$ cat src/rtl/cart_map_pkg.sv
`timescale 1ns/1ps
package cart_map_pkg;
  localparam int unsigned NUM_WIN = 3;

  typedef enum logic [2:0] {
    RGN_FIXED,
    RGN_WIN0,
    RGN_WIN1,
    RGN_WIN2,
    RGN_WORK
  } region_e;

  typedef struct packed {
    logic save_en;
    logic save_page;
  } ctrl_t;
endpackage

$ cat src/rtl/cart_map_regs.sv
`timescale 1ns/1ps
module cart_map_regs
  import cart_map_pkg::*;
#(
  parameter int ADDR_W = 16,
  parameter int DATA_W = 8,
  parameter int BANK_W = 8
) (
  input  logic                           clk,
  input  logic                           rst_n,
  input  logic                           wr_en,
  input  logic [ADDR_W-1:0]              wr_addr,
  input  logic [DATA_W-1:0]              wr_data,
  output ctrl_t                          ctrl,
  output logic [NUM_WIN-1:0][BANK_W-1:0] bank
);
  // the four registers occupy the last four bytes of the address space
  logic reg_hit;
  assign reg_hit = wr_en && (&wr_addr[ADDR_W-1:2]);

  always_ff @(posedge clk or negedge rst_n) begin
    if (!rst_n) begin
      ctrl <= '0;
    end else if (reg_hit && wr_addr[1:0] == 2'd0) begin
      ctrl.save_en   <= wr_data[3];
      ctrl.save_page <= wr_data[2];
    end
  end

  for (genvar w = 0; w < NUM_WIN; w++) begin : g_bank
    always_ff @(posedge clk or negedge rst_n) begin
      if (!rst_n) begin
        bank[w] <= BANK_W'(w);
      end else if (reg_hit && wr_addr[1:0] == 2'(w + 1)) begin
        bank[w] <= BANK_W'(wr_data);
      end
    end
  end
endmodule

$ cat src/rtl/cart_map_decode.sv
`timescale 1ns/1ps
module cart_map_decode
  import cart_map_pkg::*;
#(
  parameter int ADDR_W   = 16,
  parameter int PAGE_AW  = 14,
  parameter int FIXED_AW = 10
) (
  input  logic [ADDR_W-1:0]  addr,
  output region_e            region,
  output logic [PAGE_AW-1:0] offset
);
  assign offset = addr[PAGE_AW-1:0];

  always_comb begin
    unique case (addr[ADDR_W-1:PAGE_AW])
      2'd0:    region = (addr[PAGE_AW-1:FIXED_AW] == '0) ? RGN_FIXED : RGN_WIN0;
      2'd1:    region = RGN_WIN1;
      2'd2:    region = RGN_WIN2;
      default: region = RGN_WORK;
    endcase
  end
endmodule

$ cat src/rtl/cart_bank_mapper.sv
`timescale 1ns/1ps
module cart_bank_mapper
  import cart_map_pkg::*;
#(
  parameter int ADDR_W   = 16,
  parameter int DATA_W   = 8,
  parameter int ROM_AW   = 22,
  parameter int PAGE_AW  = 14,
  parameter int FIXED_AW = 10,
  parameter int WRAM_AW  = 13
) (
  input  logic                    clk,
  input  logic                    rst_n,
  input  logic [ADDR_W-1:0]       cpu_addr,
  input  logic                    cpu_wr,
  input  logic [DATA_W-1:0]       cpu_wdata,
  input  logic [ROM_AW-PAGE_AW-1:0] bank_mask,
  output logic                    rom_sel,
  output logic [ROM_AW-1:0]       rom_addr,
  output logic                    sram_sel,
  output logic [PAGE_AW:0]        sram_addr,
  output logic                    sram_we,
  output logic                    wram_sel,
  output logic [WRAM_AW-1:0]      wram_addr,
  output logic                    wram_we
);
  localparam int BANK_W = ROM_AW - PAGE_AW;

  ctrl_t                          ctrl;
  logic [NUM_WIN-1:0][BANK_W-1:0] bank;
  region_e                        region;
  logic [PAGE_AW-1:0]             offset;
  logic [BANK_W-1:0]              page;

  cart_map_regs #(
    .ADDR_W(ADDR_W), .DATA_W(DATA_W), .BANK_W(BANK_W)
  ) u_regs (
    .clk(clk), .rst_n(rst_n), .wr_en(cpu_wr), .wr_addr(cpu_addr),
    .wr_data(cpu_wdata), .ctrl(ctrl), .bank(bank)
  );

  cart_map_decode #(
    .ADDR_W(ADDR_W), .PAGE_AW(PAGE_AW), .FIXED_AW(FIXED_AW)
  ) u_dec (
    .addr(cpu_addr), .region(region), .offset(offset)
  );

  always_comb begin
    rom_sel  = 1'b0;
    sram_sel = 1'b0;
    wram_sel = 1'b0;
    page     = '0;
    unique case (region)
      RGN_FIXED: rom_sel = 1'b1;
      RGN_WIN0: begin
        rom_sel = 1'b1;
        page    = bank[0] & bank_mask;
      end
      RGN_WIN1: begin
        rom_sel = 1'b1;
        page    = bank[1] & bank_mask;
      end
      RGN_WIN2: begin
        if (ctrl.save_en) begin
          sram_sel = 1'b1;
        end else begin
          rom_sel = 1'b1;
          page    = bank[2] & bank_mask;
        end
      end
      default: wram_sel = 1'b1;
    endcase
  end

  assign rom_addr  = {page, offset};
  assign sram_addr = {ctrl.save_page, offset};
  assign sram_we   = sram_sel & cpu_wr;
  assign wram_addr = cpu_addr[WRAM_AW-1:0];
  assign wram_we   = wram_sel & cpu_wr;
endmodule

$ cat config.mk
export PLATFORM = sky130hd
export DESIGN_NAME = cart_bank_mapper
export DESIGN_NICKNAME = d
export VERILOG_FILES = /design/src/rtl/cart_map_pkg.sv /design/src/rtl/cart_map_regs.sv /design/src/rtl/cart_map_decode.sv /design/src/rtl/cart_bank_mapper.sv
export SDC_FILE = /design/constraint.sdc
export NUM_CORES = 1
export LEC_CHECK = 0
export CAP_MARGIN = 40
export CELL_PAD_IN_SITES_DETAIL_PLACEMENT = 0
export CELL_PAD_IN_SITES_GLOBAL_PLACEMENT = 1
export CORE_MARGIN = 4
export CORE_UTILIZATION = 30
export CTS_CLUSTER_SIZE = 12
export DETAILED_ROUTE_END_ITERATION = 7
export DONT_BUFFER_PORTS = 1
export PLACE_DENSITY_LB_ADDON = 0.1
export SLEW_MARGIN = 15
export SYNTH_ARGS = -nofsm -noshare
export SYNTH_HDL_FRONTEND = slang
export SYNTH_HIERARCHICAL = 1
export SYNTH_SLANG_ARGS = --single-unit
$ cat constraint.sdc
create_clock -name clk -period 3.28 [get_ports clk]
set_input_delay 0.164 -clock clk [delete_from_list [all_inputs] [get_ports clk]]
set_output_delay 0.164 -clock clk [all_outputs]
set_load 0.01 [all_outputs]
==> impl_metrics.csv, run 1 <==
group,metric,value,unit
yosys,synth_area_leaders,"dfrtp_1 37%, buf_4 19%, mux2_2 18%, a222oi_1 4.9%, dfstp_2 3.2%",
setup_path,cp_top_family,"simple AND/OR/NAND/NOR gates",
grt,track_usage,10.63,%
yosys,synth_edf_count,0,
yosys,synth-xor-area-share,0,%
clock_network,clk_pin_slew_worst_paths,0.09,ns
finish,nFillCells,551,
yosys,synth_most_common_cell,"buf_4",
floorplan,rows,26,
yosys,synth.avg_cell_area,11.11,sq um
grt,top_usage_layer,"met2",
clock_network,cts_tree,"done",
yosys,synth.area.mux_share,18.54,%
yosys,synthAdderAreaFrac,1.533,%
yosys,synth_cell_type_count,26,
grt,gr-usage-met1,13.41,%
drt,post_drt_wl_per_cell,19.33,microns
yosys,synth_top_area_share,36.78,%
grt,grt_max_degree,27,
finish,antenna_cells,0,
yosys,syn_inst,147,
yosys,synth_top_cell_by_area,"dfrtp_1",
sta,skew,0,ns
sta,maxSlewHeadroom,51.90,%
drt,drt-total-wl,3421,microns
drt,via_per_inst,5.186,
sta,rsz0062_at_grt,"no",
drt,final_antenna_net_count,0,
yosys,synth-main-ff-cell,"dfrtp_1",
yosys,yosys_register_bits,26,
clock_network,cts.sinks,26,
setup_path,critical_path_class,"in -> out",
hold_path,min_path_type,"in -> reg",
placement,dpl.hpwl,2545,microns
sta,fin_crit,2.121,ns
clock_network,cts_made_buffers,3,
setup_path,path_cells,"inv_1, ha_1, o41ai_2, mux2i_1, nor2b_1, a222oi_1, nor2_1",
floorplan,fp.dieW,81.78,microns
setup_path,reg2reg_depth,1,
setup_path,crit_end,"rom_addr[17]",
setup_path,startpoint,"cpu_addr[15]",
finish,nets,145,
floorplan,pin_count,90,
grt,grt_pass1_vias,1003,
clock_network,cts.path.max_buffers,2,
setup_path,critPathLaunchType,"input pin",
sta,setup_ws,1.159,ns
yosys,synth_fp_nets,184,
sta,period_share,64.67,%
sta,hold_viol,0,
setup_path,rrSetupSlack,2.47,ns
yosys,synthTopCellsByCount,"41 x buf_4, 26 x mux2_2, 24 x dfrtp_1",
clock_network,post-cts-setup-buffer-count,0,
setup_path,slowest_delay,0.65,ns
drt,first_pass_iters,4,
sta,slew_viol_final,0,
clock_network,cts_resized,0,
sta,timing.fmax,0.4714,GHz
grt,grt_overflow,0,
yosys,yosysSeqAreaShare,40.00,%
drt,remaining_drc_errors,0,
power_and_ir_drop,leakage,0.6776,nW
floorplan,core,5205,sq um
drt,vias,918,
floorplan,fp.dieArea,6687,sq um
hold_path,whs_path_depth,1,
grt,grtUsageMet3,1.754,%
yosys,synth_top_family_by_area,"buffers and inverters",
grt,grt_pass1_wl,5285,microns
setup_path,slowest_stage,"nor2b_1",
sta,tightest_slew,0.7200,ns
floorplan,die_h,81.78,microns
yosys,synth-compound-area-share,6.897,%
placement,gp_congestion,0.7060,
setup_path,cp.required,3.12,ns
setup_path,crit_cells,7,
sta,finalSetupViolations,0,
drt,drtIter0Drc,62,
status,status,"finished clean",
grt,antenna_found_initial,0,
finish,final_layout_size_suffix_gt1_share,37.38,%
clock_network,cts_max_level,1,
power_and_ir_drop,p_per_area,389.9,nW/um^2
finish,syn2layout_area_growth,-10.19,%
setup_path,critPathMaxFanout,8,
power_and_ir_drop,ir_worst_vdd,0.1398,mV
flow_run,maxCapViolCount,0,
yosys,synthArstFlopShare,100.0,%
placement,pre_cts_ws,1.150,ns
setup_path,worst_ep_arrival_time,1.96,ns
setup_path,crit_buf_inv,1,
clock_network,clkLatencyLatePin,0.26,ns
setup_path,end_kind,"output pin",
yosys,yosysWarnings,6,
yosys,synthSimpleGateAreaFrac,11.80,%
grt,grt_use_met2,18.58,%
setup_path,r2r_start,"u_regs/ctrl[0]",
clock_network,cts_hold_buf,2,
floorplan,start_util,31.37,%
sta,final.setup.tns,0,ns
placement,port_buffers,0,
clock_network,cts_root_buffer,"clkbuf_8",
yosys,synth_area,1633,sq um
setup_path,worstReg2RegEnd,"u_regs/ctrl[0]",
## routing by layer
metal | share of wire (%) | vias to the layer above
li1 | - | 401
met1 | 44 | 460
met2 | 48 | 55
met3 | 7.3 | 2
met4 | 0.58 | 0
met5 | 0 | -
## layout by cell type, fill, tap and decap left out
cell	instances
and2_1	1
inv_1	2
o21ba_2	1
and4bb_1	1
nor4_4	1
nand3b_2	2
nand3_2	1
buf_12	1
o41ai_2	1
and2_2	1
dfrtp_1	24
nand3_1	2
nor2_1	10
ha_1	2
nand2_1	9
nor2b_1	2
nand4_1	3
clkbuf_8	4
mux2i_1	1
dlygate4sd3_1	1
a31oi_1	1
a222oi_1	8
mux2_2	26
dfstp_2	2
## how the worst min path moves through the flow
stage,startpoint,end,slack (ns)
CTS,cpu_wdata[7],u_regs/bank[23],0.03
global route,cpu_wdata[4],u_regs/bank[12],0.02
floorplan,rst_n,u_regs/bank[0],-0.13
detailed placement,rst_n,u_regs/bank[19],-0.13
finish,cpu_wdata[1],u_regs/bank[9],0.04
global placement,rst_n,u_regs/bank[19],-0.13
## kinds of logic (layout without fill, tap and decap cells)
logic type / Yosys count / in the layout
adder cells (fa/ha/maj): 2 / 2
buffers and inverters: 48 / 8
multiplexers: 27 / 27
AO/OA/AOI/OAI: 11 / 11
AND/OR/NAND/NOR: 33 / 33
flip-flops: 26 / 26
## flip-flops by register name, indices dropped and copies added, names as in the netlist
register,count
u_regs/bank,24
u_regs/ctrl,2
## metrics by stage
stage	std cells	hold slack [ns]	utilization (%)	power (mW)	area, sq um
after global routing	177	0.01603	28.17	0.6023	1466
after global placement	171	-0.1306	26.54	0.3616	1381
after floorplan	147	-0.1316	-	0.4093	1633
final	177	0.03699	28.17	0.5718	1466
after detailed placement	171	-0.1303	26.54	0.3618	1381
after CTS	177	0.02907	28.17	0.5822	1466
## area by class of cell
| class | count | area, sq um | area share (%) |
|---|---|---|---|
| sequential | 26 | 653.1 | 44.54 |
| timing repair buffer | 2 | 30.03 | 2.048 |
| clock buffer | 4 | 55.05 | 3.754 |
| inverter | 2 | 7.507 | 0.5119 |
| multi-input combinational | 73 | 633.1 | 43.17 |
| tap | 70 | 87.58 | 5.973 |
## power breakdown
part | switching (mW) | internal [mW]
combinational | 0.0306 | 0.0140
sequential | 0.0000612 | 0.320
clock | 0.0994 | 0.107
No activity file was read; power rests on OpenSTA's default activity.
==> inputs of run 2 (changes only) <==
clock period = 2.2 ns   (was 3.28 ns; I/O delays follow)
==> run 2 against run 1 <==
Net effect:
- first-iteration DRC count decreased by 32%
- register-to-register slack got worse by 1.1 ns
- flip-flop and latch count unchanged
- utilization increased by 1.8 points
- largest power group unchanged
- routed wire length increased by 2.3%
- setup slack got worse by 0.77 ns
- sequential share of layout area decreased by 2.6 points
==> impl_metrics.csv, run 2 (synthesis results as in run 1) <==
group,metric,value,unit
clock_network,post-cts-setup-buffer-count,0,
power_and_ir_drop,leakage,0.7183,nW
finish,final_cell_mix,"26 x mux2_2, 24 x dfrtp_1, 10 x nor2_1, 10 x dlygate4sd3_1, 9 x nand2_1",
setup_path,end_kind,"output pin",
setup_path,worst_ep_arrival_time,1.70,ns
finish,antenna_cells,0,
finish,multi_input_area,633.1,sq um
setup_path,crit_buf_inv,1,
sta,timing.fmax,0.5517,GHz
grt,grt_max_degree,27,
sta,slew_viol_final,0,
power_and_ir_drop,ir_worst_vdd,0.2038,mV
power_and_ir_drop,p_per_area,529.0,nW/um^2
drt,first_pass_iters,4,
sta,maxSlewHeadroom,71.88,%
flow_run,maxCapViolCount,0,
setup_path,slowest_stage,"and4bb_1",
finish,top_regs,"u_regs/bank x24, u_regs/ctrl x2",
setup_path,critPathMaxFanout,8,
drt,post_drt_wl_per_cell,18.72,microns
sta,period_share,82.39,%
placement,placed_cell_area,1396,sq um
sta,tightest_slew,0.4100,ns
hold_path,min_path_type,"in -> reg",
finish,register_area,653.1,sq um
drt,vias,930,
placement,dpl.hpwl,2564,microns
floorplan,pin_count,90,
power_and_ir_drop,seqPwrFrac,58.0,%
sta,hold_viol,0,
power_and_ir_drop,pwr-share-comb,10.7,%
power_and_ir_drop,clkPwrFrac,31.3,%
drt,drt-total-wl,3500,microns
grt,grt_overflow,0,
setup_path,critPathLaunchType,"input pin",
finish,top_register,"u_regs/bank",
clock_network,cts_hold_buf,10,
power_and_ir_drop,switching_share,22.84,%
clock_network,cts_root_buffer,"clkbuf_8",
floorplan,die_h,81.78,microns
grt,antenna_found_initial,0,
drt,final_antenna_net_count,0,
sta,final.setup.tns,0,ns
clock_network,cts_tree,"done",
clock_network,cts_made_buffers,3,
finish,syn2layout_area_growth,-4.598,%
setup_path,path_cells,"inv_1, ha_1, o41ai_2, mux2i_1, and4bb_1, a222oi_1, nor2_1",
sta,fin_crit,1.812,ns
grt,grt_pass1_vias,1048,
sta,skew,0,ns
finish,layout_commonest_cell,"mux2_2",
floorplan,fp.dieArea,6687,sq um
grt,track_usage,10.96,%
clock_network,clkLatencyLatePin,0.26,ns
clock_network,cts_max_level,1,
clock_network,clk_pin_slew_worst_paths,0.08,ns
finish,final_area,1558,sq um
finish,largest_reg_flops,24,
setup_path,cp_top_family,"simple AND/OR/NAND/NOR gates",
clock_network,cts.sinks,26,
setup_path,slowest_delay,0.51,ns
power_and_ir_drop,p_switching,0.1882,mW
drt,via_per_inst,4.973,
drt,remaining_drc_errors,0,
floorplan,start_util,31.37,%
placement,port_buffers,0,
placement,gp_congestion,0.6448,
clock_network,cts_resized,0,
drt,drtIter0Drc,42,
power_and_ir_drop,p_int,0.6358,mW
setup_path,cp.required,2.09,ns
grt,grt_pass1_wl,5478,microns
clock_network,cts.path.max_buffers,2,
status,status,"finished clean",
finish,final_layout_size_suffix_gt1_share,35.04,%
floorplan,core,5205,sq um
sta,rsz0062_at_grt,"no",
finish,nFillCells,553,
setup_path,critical_path_class,"in -> out",
finish,nets,156,
floorplan,fp.dieW,81.78,microns
sta,finalSetupViolations,0,
floorplan,rows,26,
-- run 2: changes by cell type in the layout (fill, tap and decap cells not counted), sizes merged --
cell,delta
dlygate4sd3,+9
clkbuf,-1
buf,+2
-- run 2: path summary, 6_finish.rpt --
check	depth (start not counted)	startpoint	endpoint	slack [ns]
max	7	cpu_addr[15]	rom_addr[20]	0.39
min	3	cpu_addr[0]	u_regs/ctrl[1]	0.15
max reg2reg	1	u_regs/ctrl[0]	u_regs/ctrl[0]	1.37
min reg2reg	1	u_regs/bank[21]	u_regs/bank[21]	0.51
max in group asynchronous	2	rst_n	u_regs/bank[8]	1.69
min in group asynchronous	2	rst_n	u_regs/bank[9]	0.28
-- run 2: cell type report --
| class | instances | area share, % |
|---|---|---|
| Clock buffer | 3 | 2.651 |
| Inverter | 2 | 0.4819 |
| Multi-Input combinational cell | 73 | 40.64 |
| Sequential cell | 26 | 41.93 |
| Tap cell | 70 | 5.623 |
| Timing Repair Buffer | 13 | 8.675 |
-- run 2: per-layer routing --
metal	global-route usage [%]	share of wire, %
met1	13.73	42
met2	19.39	50
met3	1.754	7.2
met5	0	0
met4	2.990	0.77
-- run 2: per-stage QoR --
stage          hold slack, ns  std cells  setup WS [ns]  total power [mW]  util (%)
5_1_grt                0.1504        187         0.2002            0.8679     29.93
6_report               0.1452        187         0.3875            0.8240     29.93
3_5_place_dp          -0.1845        173         0.3839            0.5451     26.83
2_1_floorplan         -0.1856        147         0.7117            0.6102         -
3_3_place_gp          -0.1846        173         0.4411            0.5436     26.83
4_1_cts              0.003471        186         0.3711            0.8406     29.74
-- run 2: tightest hold or removal path, cell delays in order --
cell and delay (ns):
nor2_1 0.02, nand2_1 0.09, mux2_2 0.15
-- run 2: power groups by stage --
stage	combinational [mW]	sequential (mW)	clock, mW
floorplan	0.123	0.487	0
global placement	0.0562	0.487	0
detailed placement	0.0577	0.487	0
CTS	0.0896	0.478	0.273
global route	0.0989	0.478	0.291
finish	0.0882	0.478	0.258
